===== config.mk =====
export PLATFORM = sky130hd
export DESIGN_NAME = loopcode_engine
export DESIGN_NICKNAME = d
export VERILOG_FILES = /design/src/rtl/lc_pkg.sv /design/src/rtl/lc_code_tx.sv /design/src/rtl/lc_code_rx.sv /design/src/rtl/lc_loop_state.sv /design/src/rtl/loopcode_engine.sv
export SDC_FILE = /design/constraint.sdc
export NUM_CORES = 1
export LEC_CHECK = 0
export BUFFER_PORTS_ARGS = -buffer_cell sky130_fd_sc_hd__buf_2
export CAP_MARGIN = 5
export CORE_MARGIN = 2
export CORE_UTILIZATION = 54
export CTS_CLUSTER_SIZE = 24
export DETAILED_ROUTE_END_ITERATION = 8
export GPL_TIMING_DRIVEN = 0
export PLACE_DENSITY = 0.85
export SETUP_SLACK_MARGIN = 0.02
export SLEW_MARGIN = 5
export SYNTH_ARGS = -nofsm -noshare
export SYNTH_HDL_FRONTEND = slang
export SYNTH_SLANG_ARGS = --single-unit
export TNS_END_PERCENT = 100

===== constraint.sdc =====
create_clock -name clk -period 1.9 [get_ports clk]
set_input_delay 0.285 -clock clk [delete_from_list [all_inputs] [get_ports clk]]
set_output_delay 0.285 -clock clk [all_outputs]
set_load 0.02 [all_outputs]

===== src/rtl/lc_pkg.sv =====
package lc_pkg;
  localparam int LC_MAXLEN = 8;

  // True when the low len bits of win are a cyclic rotation of code.
  function automatic logic lc_is_rotation(logic [7:0] win, logic [7:0] code, int len);
    logic [7:0] mask;
    logic [7:0] rot;
    logic       hit;
    mask = 8'((16'd1 << len) - 16'd1);
    hit  = 1'b0;
    for (int r = 0; r < LC_MAXLEN; r++) begin
      if (r < len) begin
        rot = 8'(((code << r) | (code >> (len - r))) & mask);
        if ((win & mask) == rot) hit = 1'b1;
      end
    end
    return hit;
  endfunction

  // Bit sent at a given phase, most significant code bit first.
  function automatic logic lc_code_bit(logic [7:0] code, int len, logic [2:0] phase);
    return code[3'(len - 1 - int'(phase))];
  endfunction
endpackage


===== src/rtl/lc_code_tx.sv =====
module lc_code_tx #(
  parameter int         LEN  = 5,
  parameter logic [7:0] CODE = 8'h01
) (
  input  logic clk,
  input  logic rst_n,
  input  logic bit_en,
  input  logic sel,
  output logic bit_o
);
  import lc_pkg::*;
  localparam logic [2:0] LAST = 3'(LEN - 1);

  logic [2:0] phase;

  always_ff @(posedge clk) begin
    if (!rst_n)      phase <= '0;
    else if (!sel)   phase <= '0;
    else if (bit_en) phase <= (phase == LAST) ? 3'd0 : phase + 3'd1;
  end

  assign bit_o = lc_code_bit(CODE, LEN, phase);
endmodule


===== src/rtl/lc_code_rx.sv =====
module lc_code_rx #(
  parameter int         LEN    = 5,
  parameter logic [7:0] CODE   = 8'h01,
  parameter int         WINDOW = 7720000
) (
  input  logic clk,
  input  logic rst_n,
  input  logic bit_en,
  input  logic rx_bit,
  output logic hit
);
  import lc_pkg::*;
  localparam int CW = $clog2(WINDOW + 1);
  localparam logic [CW-1:0] FULL = CW'(WINDOW);
  localparam logic [CW-1:0] NEAR = CW'(WINDOW - 1);

  logic [LEN-1:0] hist;
  logic [LEN-1:0] win;
  logic [CW-1:0]  cnt;
  logic           conform;

  assign win     = {hist[LEN-2:0], rx_bit};
  assign conform = (rx_bit == hist[LEN-1]) && lc_is_rotation(8'(win), CODE, LEN);
  assign hit     = bit_en && conform && (cnt == NEAR);

  always_ff @(posedge clk) begin
    if (!rst_n) begin
      hist <= '0;
      cnt  <= '0;
    end else if (bit_en) begin
      hist <= win;
      if (!conform)          cnt <= '0;
      else if (cnt != FULL)  cnt <= cnt + 1'b1;
    end
  end
endmodule


===== src/rtl/lc_loop_state.sv =====
module lc_loop_state (
  input  logic clk,
  input  logic rst_n,
  input  logic up_hit,
  input  logic dn_hit,
  input  logic remote_cmd,
  input  logic local_loop,
  input  logic evt_clear,
  output logic flag,
  output logic active,
  output logic evt
);
  logic flag_next;

  always_comb begin
    flag_next = flag;
    if (remote_cmd || dn_hit) flag_next = 1'b0;
    else if (up_hit)          flag_next = 1'b1;
  end

  always_ff @(posedge clk) begin
    if (!rst_n) begin
      flag <= 1'b0;
      evt  <= 1'b0;
    end else begin
      flag <= flag_next;
      if (flag_next != flag) evt <= 1'b1;
      else if (evt_clear)    evt <= 1'b0;
    end
  end

  assign active = flag && !local_loop;
endmodule


===== src/rtl/loopcode_engine.sv =====
module loopcode_engine #(
  parameter int         WINDOW  = 7720000,
  parameter int         UP_LEN  = 5,
  parameter logic [7:0] UP_CODE = 8'b0000_0001,
  parameter int         DN_LEN  = 3,
  parameter logic [7:0] DN_CODE = 8'b0000_0001
) (
  input  logic clk,
  input  logic rst_n,
  input  logic bit_en,
  input  logic rx_bit,
  input  logic tx_payload,
  input  logic send_up,
  input  logic send_dn,
  input  logic remote_cmd,
  input  logic local_loop,
  input  logic evt_clear,
  output logic tx_bit,
  output logic loop_flag,
  output logic loop_active,
  output logic loop_event
);
  localparam int         NCODE = 2;
  localparam int         LEN_T  [NCODE] = '{UP_LEN, DN_LEN};
  localparam logic [7:0] CODE_T [NCODE] = '{UP_CODE, DN_CODE};

  // index 0: loop-up, index 1: loop-down
  logic [NCODE-1:0] sel;
  logic [NCODE-1:0] gen_bit;
  logic [NCODE-1:0] hit;
  logic             up_hit_w;
  logic             dn_hit_w;

  assign sel[1] = send_dn;
  assign sel[0] = send_up && !send_dn;

  for (genvar g = 0; g < NCODE; g++) begin : g_code
    lc_code_tx #(.LEN(LEN_T[g]), .CODE(CODE_T[g])) u_tx (
      .clk(clk), .rst_n(rst_n), .bit_en(bit_en), .sel(sel[g]), .bit_o(gen_bit[g])
    );
    lc_code_rx #(.LEN(LEN_T[g]), .CODE(CODE_T[g]), .WINDOW(WINDOW)) u_rx (
      .clk(clk), .rst_n(rst_n), .bit_en(bit_en), .rx_bit(rx_bit), .hit(hit[g])
    );
  end

  assign up_hit_w = hit[0];
  assign dn_hit_w = hit[1];

  assign tx_bit = sel[1] ? gen_bit[1] : (sel[0] ? gen_bit[0] : tx_payload);

  lc_loop_state u_state (
    .clk(clk), .rst_n(rst_n), .up_hit(up_hit_w), .dn_hit(dn_hit_w),
    .remote_cmd(remote_cmd), .local_loop(local_loop), .evt_clear(evt_clear),
    .flag(loop_flag), .active(loop_active), .evt(loop_event)
  );
endmodule


==> summary.md, run 1 <==
| Metric | Value |
|---|---|
| Outcome | `finished with violations` |
| Failing checks | `negative setup slack` |
| Routed Antenna Nets | `0` |
| Critical path type | `reg -> reg` |
| Synth Net Count | `around 370` |
| Antenna violations before repair | `0` |
| H-Tree Depth | `3` |
| Initial Util | `55.3%` |
| Antenna diodes | `0` |
| DR iter-0 viols | `155` |
| Mapped Area | `0.00301 mm2` |
| First-pass GRT wire length | `10,600 um` |
| Cts hold-fix bufs | `0` |
| Critical path's largest stage delay | `between 500 and 600 ps` |
| Worst Slack Setup Final | `-33.7 ps` |
| Upper clock frequency limit | `517 MHz` |
| Placement Setup Slack | `-198 ps` |
| Clock tree buffer depth | `2` |
| Crit-path slowest cell | `or4_4` |
| FF/Latch Area | `0.00120 mm2` |
| Worst Max-Slew Pin Slew | `642 ps` |
| Vias/cell | `5.87` |
| Die X | `78.7 um` |
| Vias in the first global route | `2,412` |
| Fill cells | `422` |
| Cell row count | `27` |
| Type of origin of the critical path | `flip-flop` |
| Reg-to-reg startpoint | `g_code[1].u_rx.cnt[22]$_SDFFE_PN0P_` |
| Cts bufs inserted | `9` |
| Clk_skew | `approximately 6.3 ps` |
| Placed Area | `0.00316 mm2` |
| Commonest non-fill, non-tap cell in the layout | `nor2_1` |
| FF-to-FF End | `g_code[1].u_rx.cnt[0]$_SDFFE_PN0P_` |
| Largest net degree at the start of global routing | `11` |
| CP Cell Sequence | `or4bb_1 > or4_4 > nor3_4 > o211ai_1 > o41ai_1` |
| Vias | `2,717` |
| Buffers on Ports | `12` |
| RSZ-0062 raised after global routing | `yes` |
| Total Routing Usage GR | `22.0%` |
| Routability cong. | `roughly 0.84` |
| Synth cell types | `54` |
| Final net count | `404` |
| Worst-path maximum fanout | `5` |
| Die Span Y | `78.7 um` |
| Die area | `slightly above 0.006 mm2` |
| Core Region | `0.00544 mm2` |
| PwrDens | `668 mW/mm2` |
| CP endpoint kind | `flip-flop` |
| Avg Cell Area, Syn | `approximately 8.5 um2` |
| Crit path required time | `2120 ps` |
| EDFF count, synth | `0` |
| Share of cells above drive strength 1 | `24.0%` |
| Slew headroom | `a little under three fifths` |
| Multi-input logic area | `around 0.0019 mm2` |
| Synth Flop Type | `dfxtp_1` |
| Post-layout minimum cycle time | `1930 ps` |
| Clock latency on the worst-skew pair | `340 ps` |
| # setup viols final | `3` |
| Post-Syn Instances | `356` |
| Area grow syn2layout | `20.4%` |
| Reg clk slew, reported paths | `60 ps` |
| Max-cap violations | `0` |
| Worst Hold Class | `in -> reg` |
| Final wirelength | `a little under 7000 um` |
| Worst reg2reg path depth | `5` |
| Ys Warns | `0` |
| Pre-antenna DRT Iters | `5` |
| Post-layout util | `66.6%` |
| Commonest cells after routing, fill and taps aside | `55 x nor2_1, 47 x dfxtp_1, 25 x xnor2_1, 24 x nand2_1, 17 x inv_1` |
| WHS | `around 230 ps` |
| CTS tree | `yes` |
| Max Slew Vio Count | `0` |
| VDD IR max | `0.535 mV` |
| Post-synth ARST share | `0%` |
| Hold path start | `evt_clear` |
| DR WL/cell | `14.8 um` |
| R2r setup slk | `-30 ps` |
| Static leakage | `0.00119 uW` |
| Final Hold Vio Count | `0` |
| Worst Hold Path EP | `u_state.evt$_SDFFE_PN0P_` |
| Clock Sink Count | `59` |
| HPWL after detailed placement | `between 4000 and 5000 um` |
| DRC | `0` |
| Grt total ovfl | `0` |
| Root buf cell | `clkbuf_8` |
| I/O pin total | `14` |
| Seq cells post-synth | `59` |
| Fin crit share | `102%` |
| Register area share after synthesis | `39.3%` |
| Critical path arrival | `2150 ps` |
| Final Instance Area | `0.00362 mm2` |
| Hold depth | `3` |
-- registers in the layout, indices dropped and copies added (netlist names) --
name	flops
g_code.u_rx.cnt	46
g_code.u_rx.hist	5
g_code.u_tx.phase	6
u_state.evt	1
u_state.flag	1
-- final cells by class --
type                       count  share of cell area (%)
clock buffer                  13                    4.66
inverter                      18                    1.86
multi-input combinational    267                    52.4
sequential                    59                    33.1
tap                           72                    2.49
clock inverter                 2                   0.276
buffer                        10                    1.45
timing repair buffer          22                    3.73
-- kinds of logic (layout without fill, tap and decap cells) --
kind of cell	count (synthesis)	count (layout)	synth area share, %
compound gates	41	41	8.86
mux	9	9	2.99
simple gates	175	175	31.9
flops	59	59	39.3
xor+xnor	35	35	10.2
buf+inv	30	65	3.95
fa+ha+maj	7	7	2.91
-- per-layer routing --
layer	vias up	global-route usage [%]	wire length [um]
li1	1327	-	-
met1	1316	25.8	3040
met2	60	37.1	3440
met3	14	7.01	287
met4	0	8.60	102
met5	-	0	0
-- cells in the mapped netlist (5+ instances only) --
cell type,count,area [um2]
dfxtp_1,59,1180
nor2_1,55,206
xnor2_1,25,219
nand2_1,24,90.1
nor3_1,19,95.1
inv_1,17,63.8
nand4_1,14,87.6
nand3_1,13,65.1
o21ai_0,11,55.1
xor2_1,10,87.6
a21oi_1,9,45.0
mux2i_1,9,90.1
clkbuf_1,7,26.3
ha_1,7,87.6
nor4_1,7,43.8
or3_1,7,43.8
or4_1,5,37.5
-- metrics by stage --
step                      total power [uW]  setup TNS (ps)  cells
after floorplan                       1350               0    356
after global placement                1390           -2300    440
after global routing                  2510           -1030    463
after CTS                             2430           -1630    461
after detailed placement              1390           -3820    440
final                                 2420           -60.3    463
-- where the power goes --
part           switching (uW)  internal (uW)  leakage [uW]  total (uW)
Combinational            82.1           48.4      0.000615         130
Clock                     471            569     0.0000953        1040
Sequential               7.90           1240      0.000482        1250
Total                     561           1860       0.00119        2420
-- critical path, delay by kind of cell, from the launching register on --
family / cells / cell delay [ps]
AO/OA/AOI/OAI: 2 / 230
AND/OR/NAND/NOR: 3 / 1260
flip-flops: 1 / 340
-- timing repair --
item	CTS	global route
gates resized for setup	12	48
setup endpoints to repair	46	41
buffers inserted	6	4
pin swaps	10	5
-- how the worst max path moves through the flow --
stage                                              startpoint                                   to  slack [ps]  depth (start not counted)
after floorplan            g_code[1].u_rx.cnt[0]$_SDFFE_PN0P_  g_code[1].u_rx.cnt[20]$_SDFFE_PN0P_          20                          5
after global placement     g_code[1].u_rx.cnt[0]$_SDFFE_PN0P_  g_code[1].u_rx.cnt[22]$_SDFFE_PN0P_        -140                          6
after detailed placement   g_code[1].u_rx.cnt[0]$_SDFFE_PN0P_  g_code[1].u_rx.cnt[22]$_SDFFE_PN0P_        -200                          6
after CTS                 g_code[0].u_rx.hist[0]$_SDFFE_PN0P_   g_code[0].u_rx.cnt[2]$_SDFFE_PN0P_        -120                          6
after global routing      g_code[1].u_rx.cnt[22]$_SDFFE_PN0P_   g_code[1].u_rx.cnt[0]$_SDFFE_PN0P_        -130                          5
final                     g_code[1].u_rx.cnt[22]$_SDFFE_PN0P_   g_code[1].u_rx.cnt[0]$_SDFFE_PN0P_         -30                          5
(Power assumes the default switching activity.)
==> run 2: changes to the inputs <==
Settings changed: BUFFER_PORTS_ARGS -buffer_cell sky130_fd_sc_hd__buf_2 to not set, DONT_BUFFER_PORTS set to 1, PLACE_DENSITY 0.85 to 0.8.
Clock period 1.9 ns to 2.3 ns, I/O delays scaled along.
==> summary.md, run 2 (synthesis results as in run 1) <==
| Metric | Value |
|---|---|
| VDD IR max | `about 0.53 mV` |
| Total Routing Usage GR | `21.3%` |
| I/O pin total | `14` |
| Die area | `0.00619 mm2` |
| DRC | `0` |
| Die X | `roughly 80 um` |
| Antenna diodes | `0` |
| CP Cell Sequence | `clkbuf_2 > nor2b_1 > o311ai_0 > a211oi_1 > o21ai_1 > clkbuf_1 > nor2_1` |
| H-Tree Depth | `3` |
| Critical path arrival | `approximately 2300 ps` |
| Final Instance Area | `0.00327 mm2` |
| Crit-path slowest cell | `clkbuf_1` |
| Clock latency on the worst-skew pair | `340 ps` |
| Worst-path maximum fanout | `10` |
| Routability cong. | `around 0.84` |
| Worst Hold Path EP | `g_code[0].u_rx.hist[0]$_SDFFE_PN0P_` |
| HPWL after detailed placement | `slightly above 4000 um` |
| Routed Antenna Nets | `0` |
| Clock tree buffer depth | `2` |
| Post-layout minimum cycle time | `2100 ps` |
| Root buf cell | `clkbuf_8` |
| Final net count | `384` |
| Slew headroom | `about 56%` |
| Outcome | `completed` |
| Initial Util | `55.3%` |
| DR iter-0 viols | `about 130` |
| Final wirelength | `5780 um` |
| Hold path start | `rx_bit` |
| Critical path's largest stage delay | `400 ps` |
| CP endpoint kind | `flip-flop` |
| Clk_skew | `7.75 ps` |
| RSZ-0062 raised after global routing | `no` |
| PwrDens | `593 mW/mm2` |
| Largest registers | `g_code.u_rx.cnt (46), g_code.u_tx.phase (6), g_code.u_rx.hist (5)` |
| Reg clk slew, reported paths | `60 ps` |
| Internal | `about 1500 uW` |
| WHS | `168 ps` |
| Switch Pwr | `roughly 440 uW` |
| Crit path required time | `2510 ps` |
| Max FFs per register | `46` |
| Vias in the first global route | `2,370` |
| Max-cap violations | `0` |
| Vias/cell | `5.61` |
| Critical Path Start | `g_code[0].u_rx.hist[2]$_SDFFE_PN0P_` |
| Clock Sink Count | `59` |
| Buffers on Ports | `0` |
| Clock power frac | `between 40 and 50%` |
| Power share of the combinational group | `4.2%` |
| Cell row count | `27` |
| Antenna violations before repair | `0` |
| CTS tree | `yes` |
| Pre-antenna DRT Iters | `4` |
| Cts bufs inserted | `9` |
| Final Hold Vio Count | `0` |
| Core Region | `0.00544 mm2` |
| FF-to-FF End | `g_code[0].u_rx.cnt[3]$_SDFFE_PN0P_` |
| Worst Hold Class | `in -> reg` |
| Critical path type | `reg -> reg` |
| DR WL/cell | `13.0 um` |
| Cts hold-fix bufs | `0` |
| R2r setup slk | `200 ps` |
| Worst reg2reg path depth | `7` |
| # setup viols final | `0` |
| Worst Max-Slew Pin Slew | `644 ps` |
| Final setup TNS | `0 ps` |
| Reg-to-reg startpoint | `g_code[0].u_rx.hist[2]$_SDFFE_PN0P_` |
| Largest net degree at the start of global routing | `11` |
| Type of origin of the critical path | `flip-flop` |
| Die Span Y | `78.7 um` |
| Area grow syn2layout | `8.77%` |
| Upper clock frequency limit | `476 MHz` |
| Setup Buffers After CTS | `0` |
| Static leakage | `0.00102 uW` |
| Fin crit share | `between 90 and 100%` |
| Vias | `2,493` |
| Commonest non-fill, non-tap cell in the layout | `dfxtp_1` |
| Max Slew Vio Count | `0` |
| Sw Ratio | `22.6%` |
| Placed Area | `0.00310 mm2` |
| Register share of total power | `53.3%` |
| First-pass GRT wire length | `10,300 um` |
| Top reg by flops | `g_code.u_rx.cnt` |
| Grt total ovfl | `0` |
| Share of cells above drive strength 1 | `8.33%` |
| Hold depth | `2` |
| Commonest cells after routing, fill and taps aside | `59 x dfxtp_1, 55 x nor2_1, 25 x xnor2_1, 24 x nand2_1, 19 x nor3_1` |
==> run 2: timing repair <==
action	4_1_cts	5_1_grt
endpoints found under the hold margin	0	0
endpoints found under the setup margin	0	1
resized for setup	0	1
==> run 2: per-layer routing <==
metal	up-vias	track usage (%)	routed length, um
met4	0	10.2	121
met3	10	5.98	218
li1	1292	-	-
met1	1150	26.3	2780
met5	-	0	0
met2	41	34.3	2660
==> run 2: power groups by stage <==
stage,Clock (uW),Combinational (uW),Sequential (uW)
finish,825,80.6,1030
global route,908,91.0,1030
CTS,849,81.4,1030
detailed placement,0,81.0,1060
global placement,0,78.8,1060
floorplan,0,63.9,1050
==> run 2: worst max-delay path by stage <==
stage / slack (ps) / end
2_1_floorplan: 420 / g_code[1].u_rx.cnt[20]$_SDFFE_PN0P_
3_3_place_gp: 280 / g_code[1].u_rx.cnt[20]$_SDFFE_PN0P_
3_5_place_dp: 200 / g_code[0].u_rx.cnt[11]$_SDFFE_PN0P_
4_1_cts: 170 / g_code[0].u_rx.cnt[3]$_SDFFE_PN0P_
5_1_grt: 40 / g_code[1].u_rx.cnt[18]$_SDFFE_PN0P_
6_report: 200 / g_code[0].u_rx.cnt[3]$_SDFFE_PN0P_
==> run 2: cell type report <==
cell class	count	area (um2)
clock buffers	14	163
fillers	471	2170
multi-input cells	267	1710
well taps	72	90.1
flip-flops and latches	59	1180
clock inverters	2	10.0
plain buffers	12	51.3
inverters	18	67.6
==> run 2: worst max-delay path: cells and delay by family (launching register included) <==
kind / cells / cell delay, ps
simple gates: 2 / 260
compound gates: 3 / 850
flops: 1 / 300
buf+inv: 2 / 560
==> run 2: through the flow <==
step / setup slack, ps / cells / util (%) / power (uW)
3_3_place_gp: 278 / 428 / 57.0 / 1140
4_1_cts: 170 / 444 / 60.2 / 1960
5_1_grt: 38.2 / 444 / 60.2 / 2030
3_5_place_dp: 196 / 428 / 57.0 / 1140
6_report: 198 / 444 / 60.2 / 1940
2_1_floorplan: 422 / 356 / - / 1120
==> run 3: changes to the inputs <==
Settings changed: CORE_ASPECT_RATIO set to 0.5, CORE_MARGIN 2 to 5.
==> summary.md, run 3 (synthesis results as in run 1) <==
| Metric | Value |
|---|---|
| Outcome | `completed` |
| Routed Antenna Nets | `0` |
| Routability cong. | `slightly above 0.8` |
| Fin crit share | `91.7%` |
| RSZ-0062 raised after global routing | `no` |
| Clock tree buffer depth | `2` |
| DRC | `0` |
| HPWL after detailed placement | `approximately 4400 um` |
| R2r setup slk | `190 ps` |
| Clk_skew | `roughly 11 ps` |
| Largest net degree at the start of global routing | `11` |
| Final Instance Area | `0.00328 mm2` |
| FF/Latch Area | `0.00118 mm2` |
| H-Tree Depth | `3` |
| Worst Slack Setup Final | `190 ps` |
| Vias in the first global route | `roughly 2.5k` |
| Largest registers | `g_code.u_rx.cnt (46), g_code.u_tx.phase (6), g_code.u_rx.hist (5)` |
| Fill cells | `465` |
| Cell row count | `19` |
| Pre-antenna DRT Iters | `5` |
| Share of cells above drive strength 1 | `around 8.6%` |
| Core Region | `0.00544 mm2` |
| Multi-input logic area | `around 0.0017 mm2` |
| Max FFs per register | `46` |
| Grt total ovfl | `0` |
| Static leakage | `0.00103 uW` |
| Worst reg2reg path depth | `7` |
| Upper clock frequency limit | `474 MHz` |
| Final Hold Vio Count | `0` |
| Reg-to-reg startpoint | `g_code[1].u_rx.cnt[0]$_SDFFE_PN0P_` |
| Root buf cell | `clkbuf_8` |
| Critical path type | `reg -> reg` |
| Final net count | `385` |
| Worst Hold Class | `in -> reg` |
| Max-cap violations | `0` |
| DR WL/cell | `13.7 um` |
| Antenna diodes | `0` |
| Post-layout minimum cycle time | `about 2100 ps` |
| Setup crit end | `g_code[1].u_rx.cnt[10]$_SDFFE_PN0P_` |
| Top reg by flops | `g_code.u_rx.cnt` |
| Vias/cell | `5.63` |
| DR iter-0 viols | `121` |
| Placement Setup Slack | `98.9 ps` |
| I/O pin total | `14` |
| Critical path arrival | `between 2000 and 2500 ps` |
| Clock Sink Count | `59` |
| Worst-path maximum fanout | `6` |
| Die area | `roughly 0.0073 mm2` |
| Buffers on Ports | `0` |
| Post-layout util | `60.3%` |
| Critical Path Start | `g_code[1].u_rx.cnt[0]$_SDFFE_PN0P_` |
| Max Slew Vio Count | `0` |
| Worst Max-Slew Pin Slew | `around 670 ps` |
| # setup viols final | `0` |
| Placed Area | `0.00310 mm2` |
| Clock latency on the worst-skew pair | `340 ps` |
| Die Span Y | `62.8 um` |
| Area grow syn2layout | `9.06%` |
| Slew headroom | `55.5%` |
| Total Routing Usage GR | `around 18%` |
| Die X | `116 um` |
| Antenna violations before repair | `0` |
| Commonest cells after routing, fill and taps aside | `59 x dfxtp_1, 55 x nor2_1, 25 x xnor2_1, 24 x nand2_1, 19 x nor3_1` |
| First-pass GRT wire length | `about 11,000 um` |
| Final wirelength | `about 6000 um` |
| FF-to-FF End | `g_code[1].u_rx.cnt[10]$_SDFFE_PN0P_` |
| CTS tree | `yes` |
| Initial Util | `55.3%` |
| VDD IR max | `0.398 mV` |
| Type of origin of the critical path | `flip-flop` |
| Cts bufs inserted | `9` |
| Commonest non-fill, non-tap cell in the layout | `dfxtp_1` |
| Reg clk slew, reported paths | `60 ps` |
| Vias | `2,510` |
| Final setup TNS | `0 ps` |
| Crit path required time | `about 2600 ps` |
| CP endpoint kind | `flip-flop` |
| PwrDens | `592 mW/mm2` |
==> run 3: cell types whose count changed in the layout (fill, tap and decap cells not counted), sizes merged <==
cell / change
buf: +1
==> run 3: worst min path at each step <==
| stage | startpoint | to | slack (ps) | cells past startpoint |
|---|---|---|---|---|
| after floorplan | g_code[1].u_tx.phase[2]$_SDFFE_PN0P_ | g_code[1].u_tx.phase[1]$_SDFFE_PN0P_ | 470 | 2 |
| after detailed placement | g_code[1].u_tx.phase[2]$_SDFFE_PN0P_ | g_code[1].u_tx.phase[1]$_SDFFE_PN0P_ | 500 | 2 |
| final | send_dn | g_code[1].u_tx.phase[2]$_SDFFE_PN0P_ | 180 | 2 |
| after CTS | send_dn | g_code[1].u_tx.phase[2]$_SDFFE_PN0P_ | 170 | 2 |
| after global placement | g_code[1].u_tx.phase[2]$_SDFFE_PN0P_ | g_code[1].u_tx.phase[1]$_SDFFE_PN0P_ | 480 | 2 |
| after global routing | send_dn | g_code[1].u_tx.phase[2]$_SDFFE_PN0P_ | 180 | 2 |
==> run 3: layer usage <==
layer / vias to the layer above / global-route usage [%] / routed length (um)
met4: 0 / 5.56 / 44
met2: 31 / 31.5 / 3100
met3: 8 / 6.67 / 245
li1: 1284 / - / -
met5: - / 0 / 0
met1: 1187 / 20.6 / 2700
==> run 3: critical path, stage by stage (launching register included) <==
cell	delay, ps
dfxtp_1	420
ha_1	230
nand4_1	220
buf_4	220
nor3_1	260
nand2_1	120
or3_2	430
a21oi_2	140
==> run 3: final cells by class <==
cell class | instances | area share (%)
Buffer | 12 | 1.56
Clock buffer | 14 | 4.96
Clock inverter | 2 | 0.305
Inverter | 18 | 2.06
Multi-Input combinational cell | 267 | 52.1
Sequential cell | 59 | 36.0
Tap cell | 73 | 2.78
Timing Repair Buffer | 1 | 0.229
==> run 3: where the power goes <==
group / internal, uW / switching, uW / leakage (uW)
sequential: 1030 / 6.22 / 0.000476
clock: 447 / 380 / 0.0000905
combinational: 27.7 / 54.7 / 0.000463
==> run 3: timing repair <==
item | in CTS | in global routing
gates resized for setup | 0 | 1
setup endpoints to repair | 0 | 3
hold buffers | 0 | 0
setup buffers | 0 | 1
==> run 3: stage by stage <==
| stage | hold slack (ps) | power (uW) | cells |
|---|---|---|---|
| after floorplan | 471 | 1120 | 356 |
| after global placement | 483 | 1130 | 429 |
| after detailed placement | 501 | 1140 | 429 |
| after CTS | 168 | 1960 | 445 |
| after global routing | 178 | 2030 | 446 |
| final | 179 | 1940 | 446 |
